$ cat config.mk
export PLATFORM = sky130hd
export DESIGN_NAME = fp16_mant_unit
export DESIGN_NICKNAME = d
export VERILOG_FILES = /design/src/rtl/fp16_mant_pkg.sv /design/src/rtl/fp16_mant_lane.sv /design/src/rtl/fp16_mant_ctrl.sv /design/src/rtl/fp16_mant_dp.sv /design/src/rtl/fp16_mant_unit.sv
export SDC_FILE = /design/constraint.sdc
export NUM_CORES = 1
export LEC_CHECK = 0
export BUFFER_PORTS_ARGS = -buffer_cell sky130_fd_sc_hd__buf_2
export CORE_MARGIN = 2
export CORE_UTILIZATION = 30
export DETAILED_ROUTE_END_ITERATION = 7
export HOLD_SLACK_MARGIN = 0.1
export SYNTH_ARGS = -nofsm -noshare
export SYNTH_HDL_FRONTEND = slang
export SYNTH_HIERARCHICAL = 1
export SYNTH_SLANG_ARGS = --single-unit
$ cat constraint.sdc
create_clock -name clk -period 0.81 [get_ports clk]
set_clock_uncertainty 0.1 [all_clocks]
set_input_delay 0 -clock clk [delete_from_list [all_inputs] [get_ports clk]]
set_output_delay 0 -clock clk [all_outputs]
set_load 0.02 [all_outputs]
$ cat src/rtl/fp16_mant_pkg.sv
package fp16_mant_pkg;
  localparam int HALF_W = 16;
  localparam int EXP_W  = 5;
  localparam int FRAC_W = 10;
  localparam int SHIFT_W = $clog2(FRAC_W + 1);

  localparam logic [EXP_W-1:0]  EXP_BIAS  = 5'd15;
  localparam logic [EXP_W-1:0]  EXP_MAX   = 5'h1F;
  localparam logic [HALF_W-1:0] DEF_QNAN  = 16'hFE00;
  localparam logic [HALF_W-1:0] POS_ONE   = 16'h3C00;
  localparam logic [HALF_W-1:0] NEG_ONE   = 16'hBC00;

  typedef enum logic [1:0] {
    IV_ONE_TWO   = 2'b00,
    IV_HALF_TWO  = 2'b01,
    IV_HALF_ONE  = 2'b10,
    IV_3Q_3H     = 2'b11
  } interv_e;

  // strobes from control to datapath
  typedef struct packed {
    logic    load;
    interv_e interv;
    logic    forcePos;
    logic    negToNan;
    logic    bcast;
  } mantStrobe_t;
endpackage

$ cat src/rtl/fp16_mant_lane.sv
module fp16_mant_lane
  import fp16_mant_pkg::*;
(
  input  logic [HALF_W-1:0] halfIn,
  input  interv_e           interv,
  input  logic              forcePos,
  input  logic              negToNan,
  output logic [HALF_W-1:0] halfOut,
  output logic              invRaised,
  output logic              denRaised
);
  logic              sgn;
  logic [EXP_W-1:0]  ex;
  logic [FRAC_W-1:0] fr;
  logic isZero, isSub, isInf, isNan;
  logic [SHIFT_W-1:0] shiftCnt;
  logic [FRAC_W-1:0]  adjFrac;
  logic [EXP_W-1:0]   adjExp, outExp;
  logic               oddExp;
  logic [HALF_W-1:0]  signedOne;

  assign sgn = halfIn[HALF_W-1];
  assign ex  = halfIn[HALF_W-2 -: EXP_W];
  assign fr  = halfIn[FRAC_W-1:0];

  assign isZero = (ex == '0) && (fr == '0);
  assign isSub  = (ex == '0) && (fr != '0);
  assign isInf  = (ex == EXP_MAX) && (fr == '0);
  assign isNan  = (ex == EXP_MAX) && (fr != '0);
  assign signedOne = forcePos ? POS_ONE : NEG_ONE;

  // leading-one search: count of left shifts until a one leaves the top bit
  always_comb begin
    shiftCnt = '0;
    for (int i = 0; i < FRAC_W; i++) begin
      if (fr[i]) shiftCnt = SHIFT_W'(FRAC_W - i);
    end
  end

  always_comb begin
    adjFrac = isSub ? (fr << shiftCnt) : fr;
    adjExp  = isSub ? (EXP_BIAS - EXP_W'(shiftCnt)) : ex;
    oddExp  = ~adjExp[0];  // parity of (adjExp - 15)
    unique case (interv)
      IV_ONE_TWO:  outExp = EXP_BIAS;
      IV_HALF_TWO: outExp = oddExp ? EXP_BIAS - 5'd1 : EXP_BIAS;
      IV_HALF_ONE: outExp = EXP_BIAS - 5'd1;
      IV_3Q_3H:    outExp = adjFrac[FRAC_W-1] ? EXP_BIAS - 5'd1 : EXP_BIAS;
      default:     outExp = EXP_BIAS;
    endcase
  end

  always_comb begin
    invRaised = 1'b0;
    denRaised = 1'b0;
    if (isNan) begin
      halfOut   = halfIn | HALF_W'(1 << (FRAC_W - 1));
      invRaised = ~fr[FRAC_W-1];
    end else if (!sgn && (isZero || isInf)) begin
      halfOut = POS_ONE;
    end else if (sgn && isZero) begin
      halfOut = signedOne;
    end else if (sgn && isInf) begin
      halfOut   = negToNan ? DEF_QNAN : signedOne;
      invRaised = negToNan;
    end else if (sgn && negToNan) begin
      halfOut   = DEF_QNAN;
      invRaised = 1'b1;
    end else begin
      halfOut   = {(forcePos ? 1'b0 : sgn), outExp, adjFrac};
      denRaised = isSub;
    end
  end
endmodule

$ cat src/rtl/fp16_mant_ctrl.sv
module fp16_mant_ctrl
  import fp16_mant_pkg::*;
#(
  parameter int LANES = 8
) (
  input  logic             clk,
  input  logic             rst_n,
  input  logic             inValid,
  input  logic [LANES-1:0] laneMask,
  input  logic             maskEnable,
  input  logic             zeroMode,
  input  logic             bcast,
  input  logic [7:0]       ctrlByte,
  output mantStrobe_t      strobe,
  output logic [LANES-1:0] laneActive,
  output logic [LANES-1:0] laneClear,
  output logic             outValid
);
  logic unusedHighBits;
  assign unusedHighBits = ^ctrlByte[7:4];

  assign strobe.load     = inValid;
  assign strobe.interv   = interv_e'(ctrlByte[1:0]);
  assign strobe.forcePos = ctrlByte[2];
  assign strobe.negToNan = ctrlByte[3];
  assign strobe.bcast    = bcast;

  assign laneActive = maskEnable ? laneMask : {LANES{1'b1}};
  assign laneClear  = ~laneActive & {LANES{zeroMode}};

  always_ff @(posedge clk or negedge rst_n) begin
    if (!rst_n) outValid <= 1'b0;
    else        outValid <= inValid;
  end
endmodule

$ cat src/rtl/fp16_mant_dp.sv
module fp16_mant_dp
  import fp16_mant_pkg::*;
#(
  parameter int LANES = 8
) (
  input  logic                    clk,
  input  logic                    rst_n,
  input  mantStrobe_t             strobe,
  input  logic [LANES-1:0]        laneActive,
  input  logic [LANES-1:0]        laneClear,
  input  logic [LANES*HALF_W-1:0] srcVec,
  input  logic [LANES*HALF_W-1:0] oldVec,
  output logic [LANES*HALF_W-1:0] resVec,
  output logic                    flagInvalid,
  output logic                    flagDenorm
);
  logic [LANES*HALF_W-1:0] nextVec;
  logic [LANES-1:0]        laneInv, laneDen;

  for (genvar g = 0; g < LANES; g++) begin : g_lane
    logic [HALF_W-1:0] laneIn, laneOut;
    assign laneIn = strobe.bcast ? srcVec[HALF_W-1:0] : srcVec[g*HALF_W +: HALF_W];
    fp16_mant_lane u_lane (
      .halfIn    (laneIn),
      .interv    (strobe.interv),
      .forcePos  (strobe.forcePos),
      .negToNan  (strobe.negToNan),
      .halfOut   (laneOut),
      .invRaised (laneInv[g]),
      .denRaised (laneDen[g])
    );
    assign nextVec[g*HALF_W +: HALF_W] =
      laneActive[g] ? laneOut :
      laneClear[g]  ? '0      : oldVec[g*HALF_W +: HALF_W];
  end

  always_ff @(posedge clk or negedge rst_n) begin
    if (!rst_n) begin
      resVec      <= '0;
      flagInvalid <= 1'b0;
      flagDenorm  <= 1'b0;
    end else if (strobe.load) begin
      resVec      <= nextVec;
      flagInvalid <= |(laneInv & laneActive);
      flagDenorm  <= |(laneDen & laneActive);
    end
  end
endmodule

$ cat src/rtl/fp16_mant_unit.sv
module fp16_mant_unit
  import fp16_mant_pkg::*;
#(
  parameter int VEC_W = 128
) (
  input  logic                   clk,
  input  logic                   rst_n,
  input  logic                   inValid,
  input  logic [VEC_W-1:0]       srcVec,
  input  logic [VEC_W-1:0]       oldVec,
  input  logic [VEC_W/16-1:0]    laneMask,
  input  logic                   maskEnable,
  input  logic                   zeroMode,
  input  logic                   bcast,
  input  logic [7:0]             ctrlByte,
  output logic                   outValid,
  output logic [VEC_W-1:0]       resVec,
  output logic                   flagInvalid,
  output logic                   flagDenorm
);
  localparam int LANES = VEC_W / HALF_W;

  mantStrobe_t      strobe;
  logic [LANES-1:0] laneActive, laneClear;

  fp16_mant_ctrl #(.LANES(LANES)) u_ctrl (
    .clk        (clk),
    .rst_n      (rst_n),
    .inValid    (inValid),
    .laneMask   (laneMask),
    .maskEnable (maskEnable),
    .zeroMode   (zeroMode),
    .bcast      (bcast),
    .ctrlByte   (ctrlByte),
    .strobe     (strobe),
    .laneActive (laneActive),
    .laneClear  (laneClear),
    .outValid   (outValid)
  );

  fp16_mant_dp #(.LANES(LANES)) u_dp (
    .clk         (clk),
    .rst_n       (rst_n),
    .strobe      (strobe),
    .laneActive  (laneActive),
    .laneClear   (laneClear),
    .srcVec      (srcVec),
    .oldVec      (oldVec),
    .resVec      (resVec),
    .flagInvalid (flagInvalid),
    .flagDenorm  (flagDenorm)
  );
endmodule

Word level (Yosys, flattened, before mapping)
Index checks and enable logic that the tools add are counted.
Operators by class
  add/sub/neg operators: 8
  multiplexer cells: 274
  equality and inequality tests: 11
  bitwise logic cells: 12
  reductions and logical operators: 107
  shift-type cells: 8
Operators by type and width (count)
  16-bit 2-to-1 mux: 65
  4-bit 2-to-1 mux: 80
  5-bit one-hot mux with 4 select lines: 8
  1-bit 2-to-1 mux: 112
  10-bit zero test: 8
  10-bit 2-to-1 mux: 8
  10-bit nonzero test: 8
  10-bit by 4-bit left shift with 10-bit output: 8
  1-bit logical AND: 64
  5-bit equality test, second input constant: 8
  5-bit zero test: 8
  8-bit bitwise AND: 3
  8-bit OR reduction: 2
  1-bit zero test: 8
  1-bit logical OR: 8
  8-bit 2-to-1 mux: 1
  1-bit inverter: 8
  8-bit inverter: 1
  1-bit subtractor, first input constant: 8
  2-bit equality test, second input constant: 2
  2-bit by 1-bit equality test with 1-bit output, second input constant: 1
  2-bit zero test: 1
Word-level totals
  word-level logic and storage cells: 424
  input bits: 278
  output and inout port bits: 131
  register bits after elaboration: 131

Depth between registers and ports, before layout
Gate-level depths: netlist of the first run.
  depth in word-level cells: 21
  gate-level depth with buffers: 14
  depth with buffers taken out: 10

Hierarchy
The synthesis of the first run kept the hierarchy.
Modules (own cells, without submodules)
  fp16_mant_lane: cells each 146, area an instance 972.2 um2, sequential area each 0.0 um2, instances 8
  fp16_mant_dp: cells each 850, area an instance 7070.5 um2, sequential area each 3253.1 um2, instances 1
  fp16_mant_ctrl: cells each 24, area an instance 209.0 um2, sequential area each 25.0 um2, instances 1

Worst setup path before layout of the first run
OpenSTA, ideal clock, no wires.
  path type: input-to-reg
  start point: input bcast
  end point: register u_dp.resVec[86]
  stages on the path: 13
  data arrival time: 2.401 ns
  required time: 0.633 ns
  setup time: 0.077 ns
  path slack: -1.768 ns
  buffers on the path: 4
  cell sequence: buf_4 buf_2 buf_4 nand2_1 o21ai_0 buf_2 or3_4 nor2_2 and4bb_2 o31a_2 o31ai_2 a22oi_1 a21oi_1
Between the ends
  elaborated cells on any way between the ends: 33
  classes of those cells: eq/ne: 1; shift: 1; mux: 18; reduce/logical: 13
RTL lines
  from (decl): line fp16_mant_unit.sv:14  | input logic bcast,
  16-bit 2-to-1 mux *: line fp16_mant_dp.sv:22  | assign laneIn = strobe.bcast ? srcVec[HALF_W-1:0] : srcVec[g*HALF_W +: HALF_W];
  via u_dp.g_lane[5].laneIn[8]: line fp16_mant_dp.sv:21  | logic [HALF_W-1:0] laneIn, laneOut;
  4-bit 2-to-1 mux (2 in a row): line fp16_mant_lane.sv:36  | if (fr[i]) shiftCnt = SHIFT_W'(FRAC_W - i);
  10-bit by 4-bit left shift with 10-bit output: line fp16_mant_lane.sv:41  | adjFrac = isSub ? (fr << shiftCnt) : fr;
  10-bit 2-to-1 mux: line fp16_mant_lane.sv:41
  16-bit 2-to-1 mux: line fp16_mant_lane.sv:66  | end else if (sgn && negToNan) begin
  16-bit 2-to-1 mux: line fp16_mant_lane.sv:63  | end else if (sgn && isInf) begin
  16-bit 2-to-1 mux: line fp16_mant_lane.sv:61  | end else if (sgn && isZero) begin
  16-bit 2-to-1 mux: line fp16_mant_lane.sv:59  | end else if (!sgn && (isZero || isInf)) begin
  16-bit 2-to-1 mux *: line fp16_mant_lane.sv:56  | if (isNan) begin
  via u_dp.g_lane[5].laneOut[6]: line fp16_mant_dp.sv:21
  16-bit 2-to-1 mux *: line fp16_mant_dp.sv:33  | laneActive[g] ? laneOut :
  to (signal assigned): line fp16_mant_dp.sv:43  | resVec <= nextVec;
  to (decl): line fp16_mant_dp.sv:13  | output logic [LANES*HALF_W-1:0] resVec,
Mark *: on every way through the listed nets, which the timed path passes. The rest lies on a longest branch.
A chain may end at the register's enable or synchronous reset.

Worst setup path in the final report of the first run
  start point: input bcast
  end point: register u_dp.resVec[121]
Between the ends
  elaborated cells on any way between the ends: 33
  classes of those cells: eq/ne: 1; shift: 1; mux: 18; reduce/logical: 13
RTL lines
  16-bit 2-to-1 mux *: line fp16_mant_dp.sv:22
  via u_dp.g_lane[7].laneIn[11]: line fp16_mant_dp.sv:21
  5-bit zero test: line fp16_mant_lane.sv:26, fp16_mant_lane.sv:27
  1-bit logical AND: line fp16_mant_lane.sv:27  | assign isSub = (ex == '0) && (fr != '0);
  10-bit 2-to-1 mux: line fp16_mant_lane.sv:41
  16-bit 2-to-1 mux: line fp16_mant_lane.sv:66
  16-bit 2-to-1 mux: line fp16_mant_lane.sv:63
  16-bit 2-to-1 mux: line fp16_mant_lane.sv:61
  16-bit 2-to-1 mux: line fp16_mant_lane.sv:59
  16-bit 2-to-1 mux *: line fp16_mant_lane.sv:56
  via u_dp.g_lane[7].laneOut[9]: line fp16_mant_dp.sv:21
  16-bit 2-to-1 mux *: line fp16_mant_dp.sv:33
Marks and branches as above.

==> flow_summary.json, run 1 <==
{
  "vdd.ir_drop.worst_uv": 1570,
  "cts.root.buffer_cell": "sky130_fd_sc_hd__clkbuf_16",
  "yosysSeqAreaShare_pct": 21.8,
  "numClockSinks": 131,
  "drt_wl_total_mm": 88.2,
  "synth_top_family_by_area": "compound AO/OA/AOI/OAI gates",
  "worst_slack_ps": -1240,
  "tritoncts.num_buffers": 17,
  "post_synth_inst_count": 2042,
  "layout_worst_path_cycle_share_pct": 253,
  "wl_per_cell_microns": 22.4,
  "layout.cells.most_common_list": "647 x sky130_fd_sc_hd__buf_4, 263 x sky130_fd_sc_hd__buf_2, 242 x sky130_fd_sc_hd__buf_6",
  "cts_hold_repair.buffers": 132,
  "final_antenna_net_count": 0,
  "fmax_mhz": 488,
  "final_util_pct": 61.0,
  "clock_insertion_delay_worst_skew_ps": 500,
  "grt_setup_unrepaired": "true",
  "commonest_register_cell_after_synthesis": "sky130_fd_sc_hd__dfrtp_1",
  "layout.cells.most_common": "sky130_fd_sc_hd__buf_4",
  "flow.area_growth_from_synthesis_pct": 102,
  "ctsHtreeMaxLevel": 4,
  "postSynthAreaPerCell_sq_um": 7.37,
  "timing.final.hold_violations": 44,
  "whs_path_depth": 2,
  "globalplace.congestion": 0.999,
  "timing_max_transition_violations_final": 0,
  "synth_enable_flop_cells": 0,
  "remaining_drc_errors": 0,
  "tritoncts": "yes",
  "fp.dieArea_sq_um": 52000,
  "post_drt_via_cell_ratio": 5.54,
  "crit_path_max_incr_delay_ps": 540,
  "powerDensity_nw_per_um2": 1250,
  "worst_ep_required_time_ps": 1080,
  "grt_max_degree": 63,
  "adder_cell_fraction_of_synth_area_pct": 0,
  "grt_util_met3_pct": 6.51,
  "die_x_microns": 228,
  "clkTransAtPathRegs_ps": 80,
  "grt_pass1_wl_mm": 130,
  "grt_resource_usage_total_pct": 32.2,
  "top_usage_layer": "met2",
  "critical_path.endpoint": "u_dp/resVec[121]",
  "run_status": "finished, violations left",
  "io-pin-count": 409,
  "r2r.worst_path.cells": 4,
  "nets": 3533,
  "max-cap-violations": 0,
  "p_leak_nw": 13.5,
  "cp-start-kind": "input pin",
  "cell_chain_of_the_critical_path": "buf_16 > buf_12 > nand2_4 > buf_12 > o21ai_4 > or4_4 > nor2_4 > buf_6 > buf_6 > o211ai_1 > a31oi_1 > a31oi_1 > a22oi_1 > a21oi_1",
  "failing_checks": "negative hold slack, negative setup slack",
  "die_height_microns": 228,
  "synth-compound-area-share_pct": 37.5,
  "summed_instance_area_of_the_synthesized_netlist_sq_um": 15100,
  "synth-seq-cells": 131,
  "initial_utilization_pct": 30.2,
  "synth-async-reset-ratio_pct": 100,
  "max-clock-path-buffers": 2,
  "global_route.usage.met1_pct": 40.3,
  "yosysUniqueCellTypes": 66,
  "cp-end-kind": "register",
  "share_of_synthesized_area_spent_on_multiplexers_pct": 2.19,
  "synth_area_in_xor_xnor_pct": 0,
  "timing.hold.worst.class": "in2reg",
  "p_total_mw": 38.1,
  "core.rowCount": 82,
  "worst-endpoint-arrival_ps": 2320,
  "min_period_ps": 2050,
  "detail_route.first_pass.iterations": 6,
  "critical_path_start": "bcast",
  "hpwlAfterDp_mm": 63.8,
  "setup.worst_path.class": "in2reg",
  "slew_headroom_pct": 63.9,
  "gr_layer_usage_met2_pct": 55.1,
  "crit-reg2reg-launch": "u_dp/resVec[7]",
  "placeableCoreArea_sq_um": 49900,
  "worst_path_max_delay_cell": "sky130_fd_sc_hd__or4_4",
  "synth.yosys.warnings": 6,
  "post_route_cells_drive_above_1_share_pct": 59.2,
  "critical_path.max_fanout": 7,
  "r2r-end": "u_dp/resVec[7]",
  "first_iter_violations": 1566,
  "simple_gate_share_of_the_synthesized_area_pct": 25.7,
  "rrSetupSlack_ps": -250,
  "grt_antenna_before_repair": 3,
  "num_vias": 21900,
  "port_buffers": 404,
  "timing_worst_slew_pin_value_ps": 536,
  "via_count_of_the_first_global_routing_pass": 21900,
  "finalSetupViolations": 252,
  "grt.overflow.total": 0,
  "final.hold.worst_slack_ps": -135
}
==> worst max-delay path, delay by kind of cell <==
kind                   cells  cell delay [ps]
AND/OR/NAND/NOR            3              730
buffers and inverters      5              670
AO/OA/AOI/OAI              6              900
==> cells in the mapped netlist (all sizes together), types with 12 or more instances <==
cell / count / area [sq um]
or3: 16 / 140
o22ai: 16 / 100
nor4: 16 / 220
nor2: 282 / 1100
nor3: 56 / 360
a22o: 12 / 105
a32o: 16 / 160
o211ai: 40 / 300
nor3b: 25 / 188
or4: 16 / 150
dfrtp: 131 / 3280
o221ai: 16 / 190
o21ai: 160 / 801
and2: 32 / 200
clkbuf: 29 / 199
nand2: 88 / 330
a22oi: 119 / 938
nand3: 32 / 160
mux2i: 24 / 240
a221oi: 20 / 200
o31ai: 32 / 280
o2111ai: 24 / 210
nand4: 16 / 100
inv: 176 / 661
a21oi: 225 / 1160
nor2b: 32 / 200
and3b: 16 / 140
a31oi: 26 / 163
nand2b: 26 / 163
a31o: 16 / 140
buf: 149 / 1040
or2: 24 / 150
==> flip-flops by register name, summed over array words and instances, names as in the netlist <==
signal / flops
u_ctrl/outValid: 1
u_dp/flagInvalid: 1
u_dp/resVec: 128
u_dp/flagDenorm: 1
==> metal layers <==
layer / wire length, microns / part of all wire [%]
met5: 7 / 0.0079
met3: 6660 / 7.6
met2: 42600 / 48
met1: 35900 / 41
met4: 3000 / 3.4
==> cell type report <==
class / instances / area (sq um)
fillers: 4197 / 19400
multi-input cells: 1575 / 13400
repair buffers: 1354 / 11600
flip-flops and latches: 131 / 3280
well taps: 672 / 841
inverters: 176 / 667
clock buffers: 17 / 425
clock inverters: 15 / 170
diodes: 4 / 10.0
==> how the worst min path moves through the flow <==
| stage | start | to |
|---|---|---|
| after global routing | inValid | u_ctrl/outValid |
| final | inValid | u_ctrl/outValid |
| after global placement | rst_n | u_dp/resVec[27] |
| after detailed placement | rst_n | u_dp/resVec[16] |
| after floorplan | rst_n | u_ctrl/outValid |
| after CTS | inValid | u_ctrl/outValid |
==> where the power goes <==
group / internal, mW / switching (mW)
sequential: 7.37 / 0.715
combinational: 10.8 / 10.9
clock: 4.59 / 3.80
total: 22.7 / 15.4
==> cell families after synthesis <==
logic type             Yosys count
buffers and inverters          354
AO/OA/AOI/OAI                  810
other                            8
AND/OR/NAND/NOR                707
flip-flops                     131
multiplexers                    32
==> stage by stage <==
| step | setup slack (ps) | area [sq um] | setup TNS [ps] | cells |
|---|---|---|---|---|
| finish | -1240 | 30400 | -152990 | 3944 |
| global route | -1320 | 30400 | -162270 | 3942 |
| CTS | -1150 | 28500 | -149380 | 3873 |
| detailed placement | -2020 | 23000 | -196960 | 3590 |
| global placement | -2060 | 23000 | -193480 | 3590 |
| floorplan | -1530 | 16300 | -143080 | 2058 |
==> repair_timing <==
action / 4_1_cts / 5_1_grt
gates resized for setup: 669 / 306
endpoints found under the hold margin: 262 / 138
endpoints found under the setup margin: 252 / 259
pin swaps: 234 / 183
gates cloned: 7 / 1
setup buffers: 114 / 77
Power figures use the tool's default switching activity.
==> inputs of run 2 (changes only) <==
Settings changed: ABC_AREA from default to 1.
==> flow_summary.json, run 2 <==
{
  "run_status": "finished, violations left",
  "failing_checks": "negative hold slack, negative setup slack",
  "slew_headroom_pct": 59.6,
  "synth_area_leaders": "sky130_fd_sc_hd__dfrtp_1 22%, sky130_fd_sc_hd__nand2_1 14%, sky130_fd_sc_hd__a21oi_2 13%",
  "r2r.worst_path.cells": 4,
  "grt_max_degree": 63,
  "register_with_the_most_flip_flops": "u_dp/resVec",
  "worst_ep_required_time_ps": 1080,
  "clkTransAtPathRegs_ps": 60,
  "detail_route.first_pass.iterations": 5,
  "grt_pass1_wl_mm": 114,
  "vdd.ir_drop.worst_uv": 1190,
  "post_synth_inst_count": 2251,
  "largest_register_ff_count": 128,
  "tritoncts": "yes",
  "placedCellCount": 3691,
  "grt_setup_unrepaired": "true",
  "grt.overflow.total": 0,
  "yosysUniqueCellTypes": 35,
  "synth.most_common_cell": "sky130_fd_sc_hd__nand2_1",
  "grt_antenna_before_repair": 1,
  "grt_resource_usage_total_pct": 29.3,
  "yosysSeqAreaShare_pct": 22.2,
  "max-clock-path-buffers": 2,
  "cp-start-kind": "input pin",
  "die_x_microns": 226,
  "powerDensity_nw_per_um2": 1250,
  "synth.yosys.warnings": 6,
  "numClockSinks": 131,
  "port_buffers": 404,
  "final.hold.worst_slack_ps": -87.5,
  "io-pin-count": 409,
  "via_count_of_the_first_global_routing_pass": 20700,
  "die_height_microns": 226,
  "max-cap-violations": 0,
  "timing.final.hold_violations": 113,
  "worst_slack_ps": -963,
  "hpwlAfterDp_mm": 55.8,
  "critical_path.max_fanout": 7,
  "post_synth_top_area_cell": "sky130_fd_sc_hd__dfrtp_1",
  "core.rowCount": 81,
  "nets": 3697,
  "postSynthAreaPerCell_sq_um": 6.56,
  "fp.dieArea_sq_um": 51000,
  "num_vias": 20500,
  "cp-end-kind": "register",
  "worst-endpoint-arrival_ps": 2040,
  "commonest_register_cell_after_synthesis": "sky130_fd_sc_hd__dfrtp_1",
  "p_total_mw": 37.2,
  "yosysTopAreaCellShare_pct": 22.2,
  "timing.hold.worst.class": "in2async",
  "fmax_mhz": 564,
  "finalNonFillerCells": 4096,
  "initial_utilization_pct": 30.3,
  "layout_worst_path_cycle_share_pct": 219,
  "cts.root.buffer_cell": "sky130_fd_sc_hd__clkbuf_16",
  "post_route_cells_drive_above_1_share_pct": 61.8,
  "tritoncts.num_buffers": 17,
  "antennaDiodeCount": 0,
  "timing_max_transition_violations_final": 0,
  "layout.cells.most_common_list": "559 x sky130_fd_sc_hd__buf_4, 383 x sky130_fd_sc_hd__nand2_1, 261 x sky130_fd_sc_hd__buf_2",
  "layout.cells.most_common": "sky130_fd_sc_hd__buf_4",
  "remaining_drc_errors": 0,
  "wl_per_cell_microns": 19.0,
  "summed_instance_area_of_the_synthesized_netlist_sq_um": 14800,
  "p_leak_nw": 13.8,
  "final_antenna_net_count": 0,
  "first_iter_violations": 1309,
  "fillCellCount": 4169,
  "flow.area_growth_from_synthesis_pct": 102,
  "synth-async-reset-ratio_pct": 100,
  "timing_worst_slew_pin_value_ps": 607,
  "globalplace.congestion": 0.935,
  "synth-seq-cells": 131,
  "post_drt_via_cell_ratio": 5.00,
  "placeableCoreArea_sq_um": 48700,
  "yosys-top-cells-count": "544 x sky130_fd_sc_hd__nand2_1, 236 x sky130_fd_sc_hd__nor2_1, 212 x sky130_fd_sc_hd__a21oi_2, 209 x sky130_fd_sc_hd__inv_1",
  "ctsHtreeMaxLevel": 4,
  "synth_enable_flop_cells": 0,
  "drt_wl_total_mm": 77.8,
  "setup.worst_path.class": "in2reg",
  "cts_hold_repair.buffers": 133,
  "min_period_ps": 1770,
  "finalSetupViolations": 255,
  "post_placement_setup_slack_ps": -1660,
  "clock_insertion_delay_worst_skew_ps": 490
}
## run 2: metal layers
layer,wire (microns),share of wire (%),vias up,GRT usage (%)
met5,13,0.017,-,0
met3,4450,5.7,173,5.05
li1,-,-,9703,-
met2,38400,49,747,50.0
met1,31800,41,9855,35.9
met4,3190,4.1,2,12.9
## run 2: logic make-up (layout without fill, tap and decap cells)
| group | after synthesis | count (layout) | synth area share, % |
|---|---|---|---|
| buffers and inverters | 396 | 1554 | 13.3 |
| flip-flops | 131 | 131 | 22.2 |
| other | 8 | 24 | 0.203 |
| AO/OA/AOI/OAI | 600 | 600 | 26.7 |
| AND/OR/NAND/NOR | 1116 | 1123 | 37.6 |
## run 2: area by class of cell
type,instances,area (sq um),area share [%]
Clock buffer,19,453,1.52
Clock inverter,13,205,0.689
Inverter,274,1090,3.67
Multi-Input combinational cell,1747,13200,44.2
Sequential cell,131,3280,11.0
Tap cell,664,831,2.79
Timing Repair Buffer,1248,10700,36.1
## run 2: timing repair
item,CTS,global route
hold endpoints to repair,262,230
setup buffers,139,95
gates cloned,12,3
pin swaps,241,231
resized for setup,740,256
endpoints found under the setup margin,237,255
## run 2: power breakdown
group / internal (mW) / leakage (nW) / switching [mW]
logic: 9.50 / 11.9 / 10.7
clock network: 5.60 / 0.315 / 3.35
registers: 7.36 / 1.51 / 0.672
## run 2: path summary, 6_finish.rpt
path	start	to	slack, ps
max	bcast	u_dp/resVec[52]	-960
min	rst_n	u_dp/resVec[46]	-90
max reg2reg	u_dp/resVec[104]	u_dp/resVec[104]	-280
min reg2reg	u_dp/resVec[26]	u_dp/resVec[26]	430
max in group asynchronous	rst_n	u_dp/resVec[111]	290
min in group clk	laneMask[6]	u_dp/resVec[103]	-70
## run 2: critical path: stages
cell and delay, ps:
sky130_fd_sc_hd__buf_16 130, sky130_fd_sc_hd__buf_12 150, sky130_fd_sc_hd__buf_12 150, sky130_fd_sc_hd__o21ai_4 190
sky130_fd_sc_hd__inv_2 80, sky130_fd_sc_hd__a21oi_2 110, sky130_fd_sc_hd__nand2_1 70, sky130_fd_sc_hd__nand2_2 80
sky130_fd_sc_hd__nand2_4 110, sky130_fd_sc_hd__nand2_8 120, sky130_fd_sc_hd__nor2_2 40, sky130_fd_sc_hd__a21oi_2 120
sky130_fd_sc_hd__nand2_1 110, sky130_fd_sc_hd__nand3_1 100, sky130_fd_sc_hd__nand2_1 80, sky130_fd_sc_hd__nand2_1 100
sky130_fd_sc_hd__o21ai_2 70, sky130_fd_sc_hd__a21oi_2 140, sky130_fd_sc_hd__a21oi_2 60
## run 2: metrics by stage
step	util, %	instance area [sq um]	TNS [ps]
6_report	61.1	29800	-120270
3_3_place_gp	44.9	21900	-153420
5_1_grt	61.1	29800	-134160
2_1_floorplan	-	16300	-112510
4_1_cts	57.3	28000	-115860
3_5_place_dp	44.9	21900	-156300
